[src/rtl/cla_pkg.sv]
package cla_pkg;
  localparam int GRP_W   = 4;
  localparam int N_GRP   = 4;
  localparam int TOTAL_W = GRP_W * N_GRP;

  // Sum-of-products carries: c[k+1] depends only on g, p and cin, never on c[k]
  function automatic logic [GRP_W:0] la_carries(input logic [GRP_W-1:0] g,
                                                input logic [GRP_W-1:0] p,
                                                input logic cin);
    logic [GRP_W:0] c;
    logic acc;
    logic term;
    c[0] = cin;
    for (int k = 0; k < GRP_W; k++) begin
      acc = cin;
      for (int j = 0; j <= k; j++) acc = acc & p[j];
      for (int j = 0; j <= k; j++) begin
        term = g[j];
        for (int m = j + 1; m <= k; m++) term = term & p[m];
        acc = acc | term;
      end
      c[k+1] = acc;
    end
    return c;
  endfunction

  function automatic logic grp_generate(input logic [GRP_W-1:0] g,
                                        input logic [GRP_W-1:0] p);
    logic [GRP_W:0] c;
    c = la_carries(g, p, 1'b0);
    return c[GRP_W];
  endfunction

  function automatic logic grp_propagate(input logic [GRP_W-1:0] p);
    return &p;
  endfunction
endpackage

[src/rtl/cla_group.sv]
module cla_group
  import cla_pkg::*;
(
  input  logic [GRP_W-1:0] a,
  input  logic [GRP_W-1:0] b,
  input  logic             cin,
  output logic [GRP_W-1:0] s,
  output logic             gg,
  output logic             pg
);
  logic [GRP_W-1:0] g_bit;
  logic [GRP_W-1:0] p_bit;
  logic [GRP_W:0]   c_int;

  always_comb begin
    g_bit = a & b;
    p_bit = a | b;
    c_int = la_carries(g_bit, p_bit, cin);
    s     = a ^ b ^ c_int[GRP_W-1:0];
    gg    = grp_generate(g_bit, p_bit);
    pg    = grp_propagate(p_bit);
    for (int k = 0; k < GRP_W; k++) begin

      ripple_carry_chk: assert (c_int[k+1] == ((a[k] & b[k]) | (c_int[k] & (a[k] | b[k]))));
    end

    group_cout_chk: assert (c_int[GRP_W] == (gg | (pg & cin)));
  end
endmodule

[src/rtl/cla_gen.sv]
module cla_gen
  import cla_pkg::*;
(
  input  logic [N_GRP-1:0] gg,
  input  logic [N_GRP-1:0] pg,
  input  logic             c0,
  output logic [N_GRP-1:0] grp_cin,
  output logic             c_out,
  output logic             sec_g,
  output logic             sec_p
);
  logic [N_GRP:0] c_grp;

  always_comb begin
    c_grp   = la_carries(gg, pg, c0);
    grp_cin = c_grp[N_GRP-1:0];
    c_out   = c_grp[N_GRP];
    sec_g   = grp_generate(gg, pg);
    sec_p   = grp_propagate(pg);
    for (int k = 0; k < N_GRP; k++) begin

      group_carry_chk: assert (c_grp[k+1] == (gg[k] | (pg[k] & c_grp[k])));
    end

    section_cout_chk: assert (c_out == (sec_g | (sec_p & c0)));

    section_prop_chk: assert (!sec_p || (pg == '1));
  end
endmodule

[src/rtl/cla_addsub16.sv]
module cla_addsub16
  import cla_pkg::*;
(
  input  logic [TOTAL_W-1:0] x,
  input  logic [TOTAL_W-1:0] y,
  input  logic               carry_in,
  input  logic               sub_mode,
  output logic [TOTAL_W-1:0] sum,
  output logic               carry_out,
  output logic               sec_gen,
  output logic               sec_prop
);
  logic [TOTAL_W-1:0] y_eff;
  logic               c0;
  logic [N_GRP-1:0]   grp_g;
  logic [N_GRP-1:0]   grp_p;
  logic [N_GRP-1:0]   grp_cin;

  assign y_eff = y ^ {TOTAL_W{sub_mode}};
  assign c0    = sub_mode | carry_in;

  for (genvar gi = 0; gi < N_GRP; gi++) begin : g_slice
    cla_group u_grp (
      .a   (x[gi*GRP_W +: GRP_W]),
      .b   (y_eff[gi*GRP_W +: GRP_W]),
      .cin (grp_cin[gi]),
      .s   (sum[gi*GRP_W +: GRP_W]),
      .gg  (grp_g[gi]),
      .pg  (grp_p[gi])
    );
  end

  cla_gen u_gen (
    .gg      (grp_g),
    .pg      (grp_p),
    .c0      (c0),
    .grp_cin (grp_cin),
    .c_out   (carry_out),
    .sec_g   (sec_gen),
    .sec_p   (sec_prop)
  );
endmodule

[config.mk]
export PLATFORM = sky130hd
export DESIGN_NAME = cla_addsub16
export DESIGN_NICKNAME = d
export VERILOG_FILES = /design/src/rtl/cla_pkg.sv /design/src/rtl/cla_group.sv /design/src/rtl/cla_gen.sv /design/src/rtl/cla_addsub16.sv
export SDC_FILE = /design/constraint.sdc
export NUM_CORES = 1
export LEC_CHECK = 0
export ABC_AREA = 1
export BUFFER_PORTS_ARGS = -buffer_cell sky130_fd_sc_hd__buf_2
export CORE_UTILIZATION = 54
export DETAILED_ROUTE_END_ITERATION = 10
export GPL_TIMING_DRIVEN = 0
export MAX_ROUTING_LAYER = met4
export PLACE_DENSITY = 0.85
export SYNTH_ARGS = -nofsm -noshare
export SYNTH_HDL_FRONTEND = slang
export SYNTH_HIERARCHICAL = 1
export SYNTH_SLANG_ARGS = --single-unit
[constraint.sdc]
create_clock -name vclk -period 2.55
set_input_delay 0 -clock vclk [all_inputs]
set_output_delay 0 -clock vclk [all_outputs]
set_load 0.02 [all_outputs]
**Yosys cells after proc, flatten, opt, wreduce, memory -nomap -nowiden**

Cells that the tools add are included.

- Bits in registers: 0
- Bits of input ports: 34
- Output and inout bits: 19
- Word-level logic and storage cells: 118

- Bitwise logic cells: 113
- Reduce and logical (&&, ||, !) cells: 5

Operators by type and width:

| cell | number |
|---|---|
| $or A1 B1 Y1 | 50 |
| $and A1 B1 Y1 | 46 |
| $xor A4 B4 Y4 | 8 |
| $and A4 B4 Y4 | 4 |
| $or A4 B4 Y4 | 4 |
| $reduce_and A16 Y1 | 1 |
| $reduce_and A4 Y1 | 4 |
| $xor A16 B16 Y16 | 1 |

**Depth between registers and ports, before layout**

- Depth after elaboration: 20
- Gate-level depth with buffers: 19
- Mapped depth without buffers: 17

**Cells and area by module**

Netlist, hierarchy kept.

By module, submodules not included:

| module | instances | cells each | area an instance (sq um) |
|---|---|---|---|
| cla_group at g_slice[1].u_grp ... | 3 | 43 | 281.5 |
| cla_addsub16 | 1 | 69 | 302.8 |
| cla_group at g_slice[0].u_grp | 1 | 41 | 274.0 |
| cla_gen | 1 | 17 | 93.8 |

**Worst setup path before layout**

OpenSTA, ideal clock, no wires.

- Path type: input to output
- Start: input sub_mode
- End: output sum[13]
- Arrival time: 2166 ps
- Required time: 2550 ps
- Setup slack: 384 ps
- Cell stages on the path: 15
- Path buffers: 2
- Cells stage by stage: buf_6 inv_8 buf_8 nand2_2 nand2_1 inv_1 ha_1 inv_2 nand2_1 nor3_1 nand4_1 nand4_2 inv_1 fa_1 xnor2_1

RTL lines:

| element | RTL line | RTL |
|---|---|---|
| from (decl) | cla_addsub16.sv:7 | `input logic sub_mode,` |
| $xor A16 B16 Y16 (*) | cla_addsub16.sv:19 | `assign y_eff = y ^ {TOTAL_W{sub_mode}};` |
| via y_eff[6] | cla_addsub16.sv:13 | `logic [TOTAL_W-1:0] y_eff;` |
| $or A4 B4 Y4 (*) | cla_group.sv:17 | `p_bit = a \| b;` |
| $reduce_and A4 Y1 (*) | cla_pkg.sv:35 | `return &p;` |
| via grp_p[1] | cla_addsub16.sv:16 | `logic [N_GRP-1:0] grp_p;` |
| $and A1 B1 Y1, on equally long branches (2 in a row) | cla_pkg.sv:16, cla_pkg.sv:19 |  |
| $or A1 B1 Y1 (*) (3 in a row) | cla_pkg.sv:20 | `acc = acc \| term;` |
| via grp_cin[3] | cla_addsub16.sv:17 | `logic [N_GRP-1:0] grp_cin;` |
| $and A1 B1 Y1 (*) | cla_pkg.sv:16 | `for (int j = 0; j <= k; j++) acc = acc & p[j];` |
| $or A1 B1 Y1 (*) | cla_pkg.sv:20 |  |
| $xor A4 B4 Y4 (*) | cla_group.sv:19 | `s = a ^ b ^ c_int[GRP_W-1:0];` |
| to (decl) | cla_addsub16.sv:8 | `output logic [TOTAL_W-1:0] sum,` |

Mark *: on every way through the listed nets, which the timed path passes. The rest lies on a longest branch.

**Worst setup path in the final report**

Ends and elaborated chain as after synthesis.

==> reports/summary.json <==
{
  "result_of_the_run": {"value": "completed"},
  "start_kind": {"value": "input port"},
  "post_layout_nonfiller_instances": {"value": 338},
  "finalWeightedCongestion": {"value": 0.789},
  "io_pins": {"value": 53},
  "vdd_drop_max": {"value": 0.209, "unit": "mV"},
  "fin_util": {"value": 70.6, "unit": "%"},
  "dr.pass1.iters": {"value": 4},
  "p_seq_share": {"value": 0, "unit": "%"},
  "pin_count_of_the_biggest_net_entering_global_routing": {"value": 11},
  "total_count_of_hold_check_failures_in_the_final_report": {"value": 0},
  "num-clock-buffers": {"value": 0},
  "delay_of_the_slowest_critical_path_stage": {"value": 0.39, "unit": "ns"},
  "timing_worst_setup_path_type": {"value": "input port to output pin"},
  "max_cap_violations": {"value": 0},
  "first_pass_grt_wire_length": {"value": 4480, "unit": "um"},
  "path_max_fanout": {"value": 10},
  "portion_of_the_clock_cycle_consumed_by_the_worst_path_in_the_final_layout": {"value": 90.7, "unit": "%"},
  "total_number_of_vias": {"value": 1534},
  "post_cts_setup_repair_buffer_count": {"value": 0},
  "numPortBuffers": {"value": 52},
  "detail_route.wl_per_cell": {"value": 8.57, "unit": "um"},
  "worst_hold_path_type": {"value": "input port to output pin"},
  "ctsResizeCount": {"value": 0},
  "detail_route.wirelength": {"value": 2900, "unit": "um"},
  "final-max-slew-violation-count": {"value": 0},
  "power_density": {"value": 276, "unit": "mW/mm^2"},
  "fmax": {"value": 432, "unit": "MHz"},
  "fp.dieH": {"value": 55.0, "unit": "um"},
  "slew_headroom": {"value": 67.2, "unit": "%"},
  "n_antenna_cell": {"value": 0},
  "antenna_left": {"value": 0},
  "design.seq.count": {"value": 0},
  "internal_cell_power": {"value": 0.192, "unit": "mW"},
  "placedInstanceArea": {"value": 0.00181, "unit": "mm^2"},
  "place.detailed.instances": {"value": 338},
  "synthesis.yosys.warnings": {"value": 6},
  "path_buf_inv": {"value": 7},
  "core": {"value": 0.00257, "unit": "mm^2"},
  "hpwlAfterDp": {"value": 2600, "unit": "um"},
  "vias_per_cell": {"value": 4.54},
  "area_growth": {"value": 19.7, "unit": "%"},
  "p_sw_share": {"value": 61.5, "unit": "%"},
  "total_grt_overflow": {"value": 0},
  "setup_viol": {"value": 0},
  "final-seq-area": {"value": 0, "unit": "um^2"},
  "final_area": {"value": 0.00181, "unit": "mm^2"},
  "cell_area_after_synthesis": {"value": 0.00152, "unit": "mm^2"},
  "ys_types": {"value": 24},
  "global_router_s_overall_resource_usage": {"value": 20.1, "unit": "%"},
  "drt_iter0_markers": {"value": 28},
  "worstMarginPinSlew": {"value": 0.488, "unit": "ns"},
  "final_period_minus_worst_setup_slack": {"value": 2.31, "unit": "ns"},
  "pwr-share-clk": {"value": 0, "unit": "%"},
  "grt_pass1_vias": {"value": 1198},
  "holdBufCountCts": {"value": 0},
  "syn_avg_cell_area": {"value": 5.92, "unit": "um^2"},
  "cpMaxStageDelayCell": {"value": "sky130_fd_sc_hd__nor3_1"},
  "fp-row-count": {"value": 18},
  "crit_chain": {"value": "buf_6, inv_8, buf_8, nand2_1, nand2_1, inv_1, ha_1, inv_1, nand2_1, nor3_1, nand4_1, nand4_2, inv_1, fa_1, xnor2_1, buf_2"},
  "dieWidth": {"value": 55.0, "unit": "um"},
  "power.net_switching": {"value": 0.308, "unit": "mW"},
  "post_synth_inst_count": {"value": 256},
  "ys_seq_area_share": {"value": 0, "unit": "%"},
  "number_of_remaining_drc_errors": {"value": 0},
  "comb_power_share": {"value": 100.0, "unit": "%"},
  "nets": {"value": 380},
  "initial_antenna_violation_count": {"value": 0},
  "total_leakage_power": {"value": 1.23, "unit": "nW"},
  "rsz0062_at_grt": {"value": "false"},
  "post_route_cells_drive_above_1_share": {"value": 25.3, "unit": "%"},
  "total_power": {"value": 0.500, "unit": "mW"},
  "postSynthNetCount": {"value": 326},
  "worst_ep_required_time": {"value": 2.55, "unit": "ns"},
  "overall_die_area": {"value": 0.00302, "unit": "mm^2"},
  "start_util": {"value": 59.0, "unit": "%"},
  "worst_path_dominant_cell_family": {"value": "simple AND/OR/NAND/NOR gates"},
  "timing.setup.tns": {"value": 0, "unit": "ns"},
  "crit_path_end_kind": {"value": "output pin"},
  "worstPathArrival": {"value": 2.31, "unit": "ns"}
}
## power by group through the flow
stage / Sequential [mW] / Clock, mW / Combinational [mW]
2_1_floorplan: 0 / 0 / 0.362
3_3_place_gp: 0 / 0 / 0.490
3_5_place_dp: 0 / 0 / 0.502
4_1_cts: 0 / 0 / 0.505
5_1_grt: 0 / 0 / 0.563
6_report: 0 / 0 / 0.500
## cells in the mapped netlist
cell | number | share of area (%)
sky130_fd_sc_hd__inv_2 | 8 | 2.0
sky130_fd_sc_hd__inv_8 | 1 | 0.74
sky130_fd_sc_hd__fa_1 | 4 | 5.3
sky130_fd_sc_hd__a21oi_4 | 4 | 4.3
sky130_fd_sc_hd__inv_1 | 68 | 17
sky130_fd_sc_hd__or2_1 | 1 | 0.41
sky130_fd_sc_hd__buf_8 | 1 | 0.99
sky130_fd_sc_hd__ha_1 | 32 | 26
sky130_fd_sc_hd__nor2_1 | 13 | 3.2
sky130_fd_sc_hd__a21oi_1 | 1 | 0.33
sky130_fd_sc_hd__nand2_2 | 7 | 2.9
sky130_fd_sc_hd__nand3_1 | 13 | 4.3
sky130_fd_sc_hd__nand4_1 | 5 | 2.1
sky130_fd_sc_hd__buf_6 | 2 | 1.5
sky130_fd_sc_hd__nor3_1 | 4 | 1.3
sky130_fd_sc_hd__a21o_1 | 1 | 0.50
sky130_fd_sc_hd__xnor2_1 | 3 | 1.7
sky130_fd_sc_hd__o211ai_1 | 1 | 0.50
sky130_fd_sc_hd__a21o_2 | 1 | 0.58
sky130_fd_sc_hd__buf_4 | 1 | 0.50
sky130_fd_sc_hd__xor2_1 | 5 | 2.9
sky130_fd_sc_hd__nand2_1 | 75 | 19
sky130_fd_sc_hd__o21ai_1 | 4 | 1.3
sky130_fd_sc_hd__nand4_2 | 1 | 0.83
## placed cells by master, fill, tap and decap left out
| master | Yosys | final |
|---|---|---|
| sky130_fd_sc_hd__a21o_1 | 1 | 1 |
| sky130_fd_sc_hd__a21o_2 | 1 | 1 |
| sky130_fd_sc_hd__a21oi_1 | 1 | 1 |
| sky130_fd_sc_hd__a21oi_4 | 4 | 4 |
| sky130_fd_sc_hd__buf_2 | 0 | 52 |
| sky130_fd_sc_hd__buf_4 | 1 | 1 |
| sky130_fd_sc_hd__buf_6 | 2 | 2 |
| sky130_fd_sc_hd__buf_8 | 1 | 1 |
| sky130_fd_sc_hd__fa_1 | 4 | 4 |
| sky130_fd_sc_hd__ha_1 | 32 | 32 |
| sky130_fd_sc_hd__inv_1 | 68 | 68 |
| sky130_fd_sc_hd__inv_2 | 8 | 8 |
| sky130_fd_sc_hd__inv_8 | 1 | 1 |
| sky130_fd_sc_hd__nand2_1 | 75 | 75 |
| sky130_fd_sc_hd__nand2_2 | 7 | 7 |
| sky130_fd_sc_hd__nand3_1 | 13 | 13 |
| sky130_fd_sc_hd__nand4_1 | 5 | 5 |
| sky130_fd_sc_hd__nand4_2 | 1 | 1 |
| sky130_fd_sc_hd__nor2_1 | 13 | 13 |
| sky130_fd_sc_hd__nor3_1 | 4 | 4 |
| sky130_fd_sc_hd__o211ai_1 | 1 | 1 |
| sky130_fd_sc_hd__o21ai_1 | 4 | 4 |
| sky130_fd_sc_hd__or2_1 | 1 | 1 |
| sky130_fd_sc_hd__xnor2_1 | 3 | 3 |
| sky130_fd_sc_hd__xor2_1 | 5 | 5 |
## path summary, 6_finish.rpt
path / start / to / slack, ns / cells past startpoint
hold / removal: x[0] / sum[0] / 0.45 / 3
setup / recovery: sub_mode / sum[13] / 0.24 / 16
## kinds of logic (layout without fill, tap and decap cells)
family	after synthesis	count (layout)	synth area share, %
xor+xnor	8	8	4.62
compound gates	12	12	7.51
simple gates	119	119	33.6
fa+ha+maj	36	36	31.7
buf+inv	81	133	22.5
## stage by stage
stage	setup slack, ns	hold slack (ns)
after floorplan	0.384	0.262
after global placement	0.245	0.422
after detailed placement	0.258	0.454
after CTS	0.246	0.454
after global routing	0.0222	0.476
final	0.237	0.450
## worst min-delay path: stages
cell and delay (ns):
sky130_fd_sc_hd__buf_2 0.12, sky130_fd_sc_hd__fa_1 0.17, sky130_fd_sc_hd__buf_2 0.16
## final cells by class
class / count / area, um^2
Buffer: 4 / 45.0
Fill cell: 247 / 754
Inverter: 77 / 297
Multi-Input combinational cell: 175 / 1170
Tap cell: 30 / 37.5
Timing Repair Buffer: 52 / 260
## metal layers
layer	share of wire (%)	wire, um	GRT usage, %
met1	48	1390	24.7
met2	48	1380	38.6
met3	4.4	128	0.273
met4	0	0	0.417
met5	0	0	-
Note: power is estimated with default switching activity, not from simulation.
